--- src/rtl/pos_latch_pkg.sv ---
package pos_latch_pkg;
    typedef enum logic [1:0] {
        ST_TRACK  = 2'd0,
        ST_SETTLE = 2'd1,
        ST_FROZEN = 2'd2
    } hold_state_t;
endpackage

--- src/rtl/pos_hold_fsm.sv ---
module pos_hold_fsm
    import pos_latch_pkg::*;
#(
    parameter int POS_W     = 16,
    parameter int VALID_DLY = 3
) (
    input  logic             clk,
    input  logic             rst_n,
    input  logic             inhibit,
    input  logic [POS_W-1:0] pos_in,
    output logic [POS_W-1:0] hold_q,
    output logic             rd_valid
);
    localparam int CNT_W = (VALID_DLY < 2) ? 1 : $clog2(VALID_DLY);
    localparam logic [CNT_W-1:0] CNT_LAST = CNT_W'(VALID_DLY - 1);

    hold_state_t     state_q, state_d;
    logic [CNT_W-1:0] cnt_q, cnt_d;

    // next-state decision
    always_comb begin
        state_d = state_q;
        cnt_d   = cnt_q;
        unique case (state_q)
            ST_TRACK: begin
                if (inhibit) begin
                    if (VALID_DLY <= 1) begin
                        state_d = ST_FROZEN;
                    end else begin
                        state_d = ST_SETTLE;
                        cnt_d   = CNT_W'(1);
                    end
                end
            end
            ST_SETTLE: begin
                if (!inhibit) begin
                    state_d = ST_TRACK;
                    cnt_d   = '0;
                end else if (cnt_q == CNT_LAST) begin
                    state_d = ST_FROZEN;
                end else begin
                    cnt_d = cnt_q + CNT_W'(1);
                end
            end
            ST_FROZEN: begin
                if (!inhibit) begin
                    state_d = ST_TRACK;
                    cnt_d   = '0;
                end
            end
            default: begin
                state_d = ST_TRACK;
                cnt_d   = '0;
            end
        endcase
    end

    // state register together with the holding register
    always_ff @(posedge clk or negedge rst_n) begin
        if (!rst_n) begin
            state_q <= ST_TRACK;
            cnt_q   <= '0;
            hold_q  <= '0;
        end else begin
            state_q <= state_d;
            cnt_q   <= cnt_d;
            if (!inhibit) begin
                hold_q <= pos_in;
            end
        end
    end

    // outputs
    always_comb begin
        rd_valid = (state_q == ST_FROZEN);
    end
endmodule

--- src/rtl/pos_lane_mux.sv ---
module pos_lane_mux #(
    parameter int POS_W    = 16,
    parameter bit WIDE_BUS = 1'b0,
    localparam int LANE_W  = POS_W / 2,
    localparam int BUS_W   = WIDE_BUS ? POS_W : LANE_W
) (
    input  logic [POS_W-1:0] hold_q,
    input  logic             msb_en_n,
    input  logic             lsb_en_n,
    output logic [BUS_W-1:0] bus_data,
    output logic [BUS_W-1:0] bus_oe,
    output logic             lane_err
);
    logic [LANE_W-1:0] hi_byte, lo_byte;

    assign hi_byte = hold_q[POS_W-1:LANE_W];
    assign lo_byte = hold_q[LANE_W-1:0];

    generate
        if (WIDE_BUS) begin : g_wide
            always_comb begin
                bus_data = {(msb_en_n ? {LANE_W{1'b0}} : hi_byte),
                            (lsb_en_n ? {LANE_W{1'b0}} : lo_byte)};
                bus_oe   = {{LANE_W{~msb_en_n}}, {LANE_W{~lsb_en_n}}};
                lane_err = 1'b0;
            end
        end else begin : g_narrow
            always_comb begin
                lane_err = !msb_en_n && !lsb_en_n;
                if (!msb_en_n) begin
                    bus_data = hi_byte;
                    bus_oe   = '1;
                end else if (!lsb_en_n) begin
                    bus_data = lo_byte;
                    bus_oe   = '1;
                end else begin
                    bus_data = '0;
                    bus_oe   = '0;
                end
            end
        end
    endgenerate
endmodule

--- src/rtl/pos_latch_readout.sv ---
module pos_latch_readout #(
    parameter int POS_W     = 16,
    parameter bit WIDE_BUS  = 1'b0,
    parameter int VALID_DLY = 3,
    localparam int BUS_W    = WIDE_BUS ? POS_W : POS_W / 2
) (
    input  logic             clk,
    input  logic             rst_n,
    input  logic [POS_W-1:0] pos_in,
    input  logic             inhibit,
    input  logic             msb_en_n,
    input  logic             lsb_en_n,
    output logic [BUS_W-1:0] bus_data,
    output logic [BUS_W-1:0] bus_oe,
    output logic             rd_valid,
    output logic             lane_err
);
    logic [POS_W-1:0] hold_w;

    pos_hold_fsm #(
        .POS_W     (POS_W),
        .VALID_DLY (VALID_DLY)
    ) u_hold (
        .clk      (clk),
        .rst_n    (rst_n),
        .inhibit  (inhibit),
        .pos_in   (pos_in),
        .hold_q   (hold_w),
        .rd_valid (rd_valid)
    );

    pos_lane_mux #(
        .POS_W    (POS_W),
        .WIDE_BUS (WIDE_BUS)
    ) u_mux (
        .hold_q   (hold_w),
        .msb_en_n (msb_en_n),
        .lsb_en_n (lsb_en_n),
        .bus_data (bus_data),
        .bus_oe   (bus_oe),
        .lane_err (lane_err)
    );
endmodule

--- config.mk ---
export PLATFORM = sky130hd
export DESIGN_NAME = pos_latch_readout
export DESIGN_NICKNAME = d
export VERILOG_FILES = /design/src/rtl/pos_latch_pkg.sv /design/src/rtl/pos_hold_fsm.sv /design/src/rtl/pos_lane_mux.sv /design/src/rtl/pos_latch_readout.sv
export SDC_FILE = /design/constraint.sdc
export NUM_CORES = 1
export LEC_CHECK = 0
export ABC_AREA = 1
export BUFFER_PORTS_ARGS = -buffer_cell sky130_fd_sc_hd__buf_4
export CAP_MARGIN = 20
export CORE_MARGIN = 2
export CORE_UTILIZATION = 30
export CTS_CLUSTER_DIAMETER = 50
export DETAILED_ROUTE_END_ITERATION = 10
export PLACE_DENSITY = 0.62
export SYNTH_ARGS = -nofsm -noshare
export SYNTH_HDL_FRONTEND = slang
export SYNTH_SLANG_ARGS = --single-unit
--- constraint.sdc ---
create_clock -name clk -period 1.3 [get_ports clk]
set_input_delay 0.13 -clock clk [delete_from_list [all_inputs] [get_ports clk]]
set_output_delay 0.13 -clock clk [all_outputs]
set_load 0.05 [all_outputs]
# Word level (Yosys, flattened, before mapping)
# Cells that the tools add are included.
# op_classes
add_sub_neg	1
eq_ne	7
muxes	12
reduce_logical	6
# op_table
operator	count
$mux 8	4
$mux 2	6
$pmux 2 s3	2
$reduce_and 3->1	2
$eq 2x2->1 const B	2
$ne 2x2->1 const B	2
$ne 3x2->1 const B	1
$ne 3x3->1 const B	1
$add 2x1->2 const B	1
$eq 2x1->1 const B	1
$logic_not 1->1	2
$logic_not 2->1	1
$logic_and 1x1->1	1
# word_totals
reg_bits	20
in_bits	21
out_inout_bits	18
word_cells	29

# Depth between registers and ports, before layout
# Gate-level depths: netlist of the first run.
# depth
ltp_word	4
ltp_mapped	8
mapped_depth_nobuf	8

# By module
# Synthesis of the first run repeated with hierarchy kept, for this count alone.
# unflattened
hier_cells	135
hier_area_um2	1019.7
# by_module_without_submodules
module	n_inst	cells_each	area_each_um2	seq_area_each_um2
pos_hold_fsm	1	99	840.8	500.5
pos_lane_mux	1	36	178.9	0.0

# Worst setup path before layout of the first run
# Ideal clock, no wire load.
# synth_timing
kind	input-to-output
start	input port msb_en_n
end	output port bus_data[0]
t_arrival_ns	1.542
required_time_ns	1.170
slack_ns	-0.372
stages	3
n_path_buf	2
cell_sequence	buf_2 buf_2 o21ai_0
# synth_via
elab_chain_len	1
# synth_rtl
element	line	text
from (decl)	pos_latch_readout.sv:11	input logic msb_en_n,
$mux 8	pos_lane_mux.sv:30	if (!msb_en_n) begin
to (decl)	pos_latch_readout.sv:13	output logic [BUS_W-1:0] bus_data,
# No other way between the ends.

# Worst setup path in the final report of the first run
# layout_timing
start	register u_hold.hold_q[15]
end	output port bus_data[7]
# layout_via
elab_chain_len	1
# layout_rtl
element	line	text
from (decl)	pos_hold_fsm.sv:11	output logic [POS_W-1:0] hold_q,
from (signal assigned)	pos_hold_fsm.sv:68	hold_q <= pos_in;
$mux 8	pos_lane_mux.sv:30	
# No other way between the ends.

==> reports/summary.txt, run 1 <==
CTS tree - built
First drt pass iteration count - 4
Clock slew seen by the registers of the worst setup and hold paths - 0.13 ns
Share of cells above drive strength 1 - 36.0%
Fin. Hold Viols - 0
Post-synth top cells - 42 x nand2_1, 20 x dfrtp_1, 12 x inv_1, 12 x o21ai_0, 10 x nand3_1
Final min period - 1.24 ns
Met1 WL - 1060 um
Netlist cell types - 19
Top_reg_cell synth - dfrtp_1
Worst R2R End - u_hold.cnt_q[0]
WHS Endpoint - u_hold.hold_q[6]
IO buf count - 38
Via density - 4.38
CTS Buf Count - 3
Routed wl met2 - 1050 um
Synth Instances - 127
Sequential power share - 46.4%
Wire length on met3 - 90 um
Initial Util - 31.0%
Pre-CTS setup slack - 0.204 ns
Clk_skew - 0.0172 ns
Drt total wl - 2230 um
Antenna Diode Count - 0
DP Area - 1310 sq um
Most common cell in the netlist - nand2_1
Endpoint type of the worst setup path - primary output
Worst setup margin - 0.0597 ns
Clk network pwr share - 24.3%
Clock sinks - 20
Gate power share - 29.2%
Area share of the largest cell type after synthesis - 48.3%
Post-route core utilization - 41.3%
I/O pins - 39
Nets@finish - 184
Final instance area - 1380 sq um
Post-Syn Nets - 149
Area Growth Syn to Fin - 33.0%
Setup CP Type - register to primary output
DR top layer - met4
Pwr dens - 1100 nW/um^2
Max-Cap Viols - 0
Antenna violations before repair - 0
Outcome - completed
RD Place Congestion - 0.804
Global-route wire length before repair - 3730 um
Die X - 62.8 um
Hold path cells - 3
Async set or reset register ratio after synthesis - 100%
Hold Startpoint - pos_in[6]
Num rows - 21
Switching portion of total power - 33.8%
R2R Path Start - u_hold.cnt_q[0]
Number of synthesized register bits - 20
Final HPWL DP - 1640 um
Core Region - 3340 sq um
Critical path fanouts, max - 2
Switch Pwr - 0.515 mW
Internal - 1.01 mW
Post-synth top area cell - dfrtp_1
Residual DRC - 0
Worst slew pin tran - 0.284 ns
F_max - 806 MHz
Gr usage total - 11.9%
R2r worst-path depth - 7
Root Buffer - clkbuf_4
Worst R2R Setup Slack - 0.19 ns
Yosys warns - 0
Post-synthesis cell area - 1040 sq um
Synth top area cells - dfrtp_1 48%, nand2_1 15%, buf_4 6.5%, o21ai_0 5.8%, nand3_1 4.8%
Post-synth EDFFs - 0
Largest net degree at the start of global routing - 21
Buffer levels on the longest clock path - 2
Critical path arrival - 1.11 ns
Sequential area share after synthesis - 48.3%
Crit path required time - 1.17 ns
H-tree levels - 1
Overall power - 1.52 mW
Lkg Pwr - 0.746 nW
Vias in the first global route - 836
Startpoint types - register
Period utilization - 95.4%
Relative slew slack - 81.0%
Final setup viols - 0
Peak VDD IR - 391 uV
Routed Antenna Nets - 0
Worst-Skew Late Latency - 0.31 ns
Die Span Y - 62.8 um
DRT iter0 DRCs - 30
Via count - 907
Final Max Tran Viols - 0
Class of the worst hold path - input pin to register
Grt ovf - 0
Mapped Avg Cell Area - 8.16 sq um
Per-cell routed wire length - 10.8 um
Die ar. - 3940 sq um
-- metrics by stage --
step,setup TNS (ns),hold WS (ns),std cells
final,0,0.00552,207
after global routing,-0.00315,0.00283,207
after CTS,0,0.00192,205
after detailed placement,0,0.0293,200
after global placement,0,0.0273,200
after floorplan,-3.13,-0.166,127
-- flip-flops by register name (all words and copies together) (netlist names) --
name            flops
u_hold.hold_q      16
u_hold.cnt_q        2
u_hold.state_q      2
-- how the worst max path moves through the flow --
stage / end / from
floorplan: bus_data[0] / msb_en_n
global placement: u_hold.cnt_q[0] / u_hold.cnt_q[0]
detailed placement: u_hold.cnt_q[1] / u_hold.cnt_q[0]
CTS: bus_data[4] / u_hold.hold_q[12]
global route: bus_data[0] / u_hold.hold_q[8]
finish: bus_data[7] / u_hold.hold_q[15]
-- cells by family (layout without fill, tap and decap cells) --
logic type,after synthesis,count (layout),synth area share (%)
flip-flops,20,20,48.3
buffers and inverters,27,61,14.0
AO/OA/AOI/OAI,16,16,8.82
adder cells (fa/ha/maj),1,1,1.21
AND/OR/NAND/NOR,63,63,27.7
-- what timing repair did --
action | CTS | global route
setup endpoints to repair | 1 | 3
resized for setup | 2 | 2
buffers inserted | 0 | 2
hold endpoints to repair | 20 | 0
hold buffers | 1 | 0
-- layer usage --
layer  track usage (%)  vias to the layer above
met5                 0                        -
met4              5.00                        0
met3              1.80                        4
met2              19.5                       28
met1              15.6                      415
li1                  -                      460
-- critical path, cell delays in order (launching register included) --
cell     delay, ns
dfrtp_1       0.35
inv_1         0.05
o21ai_0       0.17
buf_4         0.23
-- layout make-up --
type                            count  area [sq um]
Fill cell                         348          1960
Sequential cell                    20           500
Multi-Input combinational cell     80           393
Timing Repair Buffer               42           334
Tap cell                           46          57.6
Inverter                           15          56.3
Clock buffer                        4          36.3
-- power groups by stage --
stage / Sequential (mW) / Clock (mW) / Combinational [mW]
floorplan: 0.714 / 0 / 0.306
global placement: 0.719 / 0 / 0.431
detailed placement: 0.721 / 0 / 0.439
CTS: 0.708 / 0.384 / 0.443
global route: 0.713 / 0.413 / 0.486
finish: 0.707 / 0.370 / 0.445
-- layout by cell type (no fill, tap or decap), types with 3 or more instances in the layout --
cell type,n
buf_4,39
inv_2,3
clkbuf_4,3
inv_1,12
nand3_1,10
o21ai_1,3
nand2_1,42
o21ai_0,10
o21ai_2,3
dfrtp_1,20
Note: power is estimated with default switching activity, not from simulation.
==> run 2, diff against run 1 <==
- clock period: 1.3 -> 1.6 ns (I/O delays scaled with it)
==> run 2 against run 1 <==
  * Via count fell by 0.22%
  * Sequential cell count did not move
  * Worst setup slack improved by 0.24 ns
  * Critical path depth did not move
==> reports/summary.txt, run 2 (synthesis gave the netlist of run 1 again) <==
Outcome - completed
Lkg Pwr - 0.723 nW (-3.0%)
Die X - 62.8 um (unchanged)
Final instance area - 1330 sq um (-3.5%)
Initial Util - 31.0% (unchanged)
Max-Cap Viols - 0 (unchanged)
Peak VDD IR - 357 uV (-8.8%)
Overall power - 1.16 mW (-24%)
Area Growth Syn to Fin - 28.4%
Via count - 905 (-0.22%)
Final min period - 1.30 ns
Register name with the most flops - u_hold.hold_q
Period utilization - 81.4%
Grt ovf - 0 (unchanged)
I/O pins - 39 (unchanged)
Clock slew seen by the registers of the worst setup and hold paths - 0.11 ns (-0.02 ns)
F_max - 768 MHz
Worst setup margin - 0.297 ns (+0.238 ns)
Residual DRC - 0 (unchanged)
Num rows - 21 (unchanged)
Endpoint type of the worst setup path - primary output
Per-cell routed wire length - 10.8 um (about the same)
Post-route core utilization - 39.9% (-1.4 points)
Global-route wire length before repair - 3760 um (+0.91%)
DP Area - 1300 sq um (-0.96%)
Most frequent cells in the layout - 42 x nand2_1, 39 x buf_4, 20 x dfrtp_1
Vias in the first global route - 902 (+7.9%)
Worst slew pin tran - 0.256 ns (-0.0280 ns)
Drt total wl - 2200 um (-1.5%)
Critical path arrival - 1.14 ns (+0.03 ns)
Unrepaired setup endpoints after global routing - no
Antenna violations before repair - 0 (unchanged)
Startpoint types - register
Buffer levels on the longest clock path - 2 (unchanged)
Die ar. - 3940 sq um (unchanged)
RD Place Congestion - 0.770 (-4.1%)
Worst-Skew Late Latency - 0.29 ns (-0.02 ns)
Core Region - 3340 sq um (unchanged)
Antenna Diode Count - 0 (unchanged)
Max reg flops - 16 (unchanged)
Clk_skew - 0.00479 ns (-0.0124 ns)
Final Max Tran Viols - 0 (unchanged)
Class of the worst hold path - input pin to register
IO buf count - 38 (unchanged)
Via density - 4.44 (+1.2%)
Die Span Y - 62.8 um (unchanged)
Biggest regs - u_hold.hold_q (16), u_hold.cnt_q (2), u_hold.state_q (2)
Critical path fanouts, max - 5 (+3)
Setup CP Type - register to primary output
Pwr dens - 870 nW/um^2 (-21%)
Root Buffer - clkbuf_4
DRT iter0 DRCs - 28 (-6.7%)
Worst path slowest cell - dfrtp_1
Final setup viols - 0 (unchanged)
Commonest non-fill, non-tap cell in the layout - nand2_1
Worst path max stage delay - 0.45 ns (+0.10 ns)
Layout Cells excl Fill - 204 (-1.4%)
CP Cell Sequence - inv_2, nor2_1, buf_4
Share of cells above drive strength 1 - 34.2% (-1.8 points)
Worst path bufs/invs - 2 (unchanged)
First drt pass iteration count - 4 (unchanged)
Nets@finish - 182 (-1.1%)
Placed cell count - 200 (unchanged)
Relative slew slack - 82.9% (+1.9 points)
H-tree levels - 1 (unchanged)
Largest net degree at the start of global routing - 21 (unchanged)
Pre-CTS setup slack - 0.465 ns (+0.262 ns)
CTS Buf Count - 3 (unchanged)
Fin. Hold Viols - 0 (unchanged)
Gr usage total - 11.9% (+0.016 points)
Crit path required time - 1.44 ns (+0.27 ns)
Clock sinks - 20 (unchanged)
CTS tree - built
Top Family by Delay on Critical Path - flip-flops
Final HPWL DP - 1730 um (+5.5%)
Routed Antenna Nets - 0 (unchanged)
run 2: cell types whose count changed in the layout (fill, tap and decap cells not counted), sizes merged:
cell,change
clkbuf,-1
buf,-2
run 2: final cells by class:
| class | instances | area (sq um) |
|---|---|---|
| repair buffers | 40 | 303 |
| multi-input cells | 80 | 390 |
| flip-flops and latches | 20 | 500 |
| fillers | 343 | 2010 |
| clock buffers | 3 | 22.5 |
| well taps | 46 | 57.6 |
| inverters | 15 | 56.3 |
run 2: repair_timing:
action	4_1_cts	5_1_grt
endpoints found under the setup margin	0	0
hold endpoints to repair	20	0
setup buffers	0	0
resized for setup	0	0
hold buffers	1	0
run 2: worst register-to-register path: cells and delay by family (launching register included):
kind / cells / cell delay, ns
adder cells (fa/ha/maj): 1 / 0.19
buffers and inverters: 2 / 0.11
AND/OR/NAND/NOR: 5 / 0.37
flip-flops: 1 / 0.37
run 2: metal layers:
| metal | up-vias | track usage, % | wire [um] |
|---|---|---|---|
| met2 | 26 | 21.1 | 1100 |
| met3 | 4 | 2.70 | 106 |
| li1 | 456 | - | - |
| met5 | - | 0 | 0 |
| met1 | 419 | 13.4 | 963 |
| met4 | 0 | 5.83 | 29 |
run 2: worst paths after layout:
kind,end,from,slack (ns),depth (start not counted)
setup reg to reg,u_hold.cnt_q[0],u_hold.cnt_q[0],0.46,8
max in group asynchronous,u_hold.hold_q[8],rst_n,1.13,2
hold reg to reg,u_hold.hold_q[5],u_hold.hold_q[5],0.49,2
setup / recovery,rd_valid,u_hold.state_q[1],0.30,3
hold / removal,u_hold.hold_q[5],pos_in[5],0.06,3
min in group asynchronous,u_hold.cnt_q[0],rst_n,0.26,2
run 2: where the power goes:
part	internal, mW	total [mW]	leakage (nW)	switching, mW
sequential	0.553	0.576	0.245	0.0233
clock	0.0875	0.230	0.0138	0.142
combinational	0.120	0.351	0.464	0.231
total	0.760	1.16	0.723	0.397
run 2: per-stage QoR:
step / hold WS (ns) / TNS, ns
after floorplan: -0.136 / -1.04
after global placement: 0.0537 / 0
after detailed placement: 0.0562 / 0
after CTS: 0.0473 / 0
after global routing: 0.0458 / 0
final: 0.0555 / 0
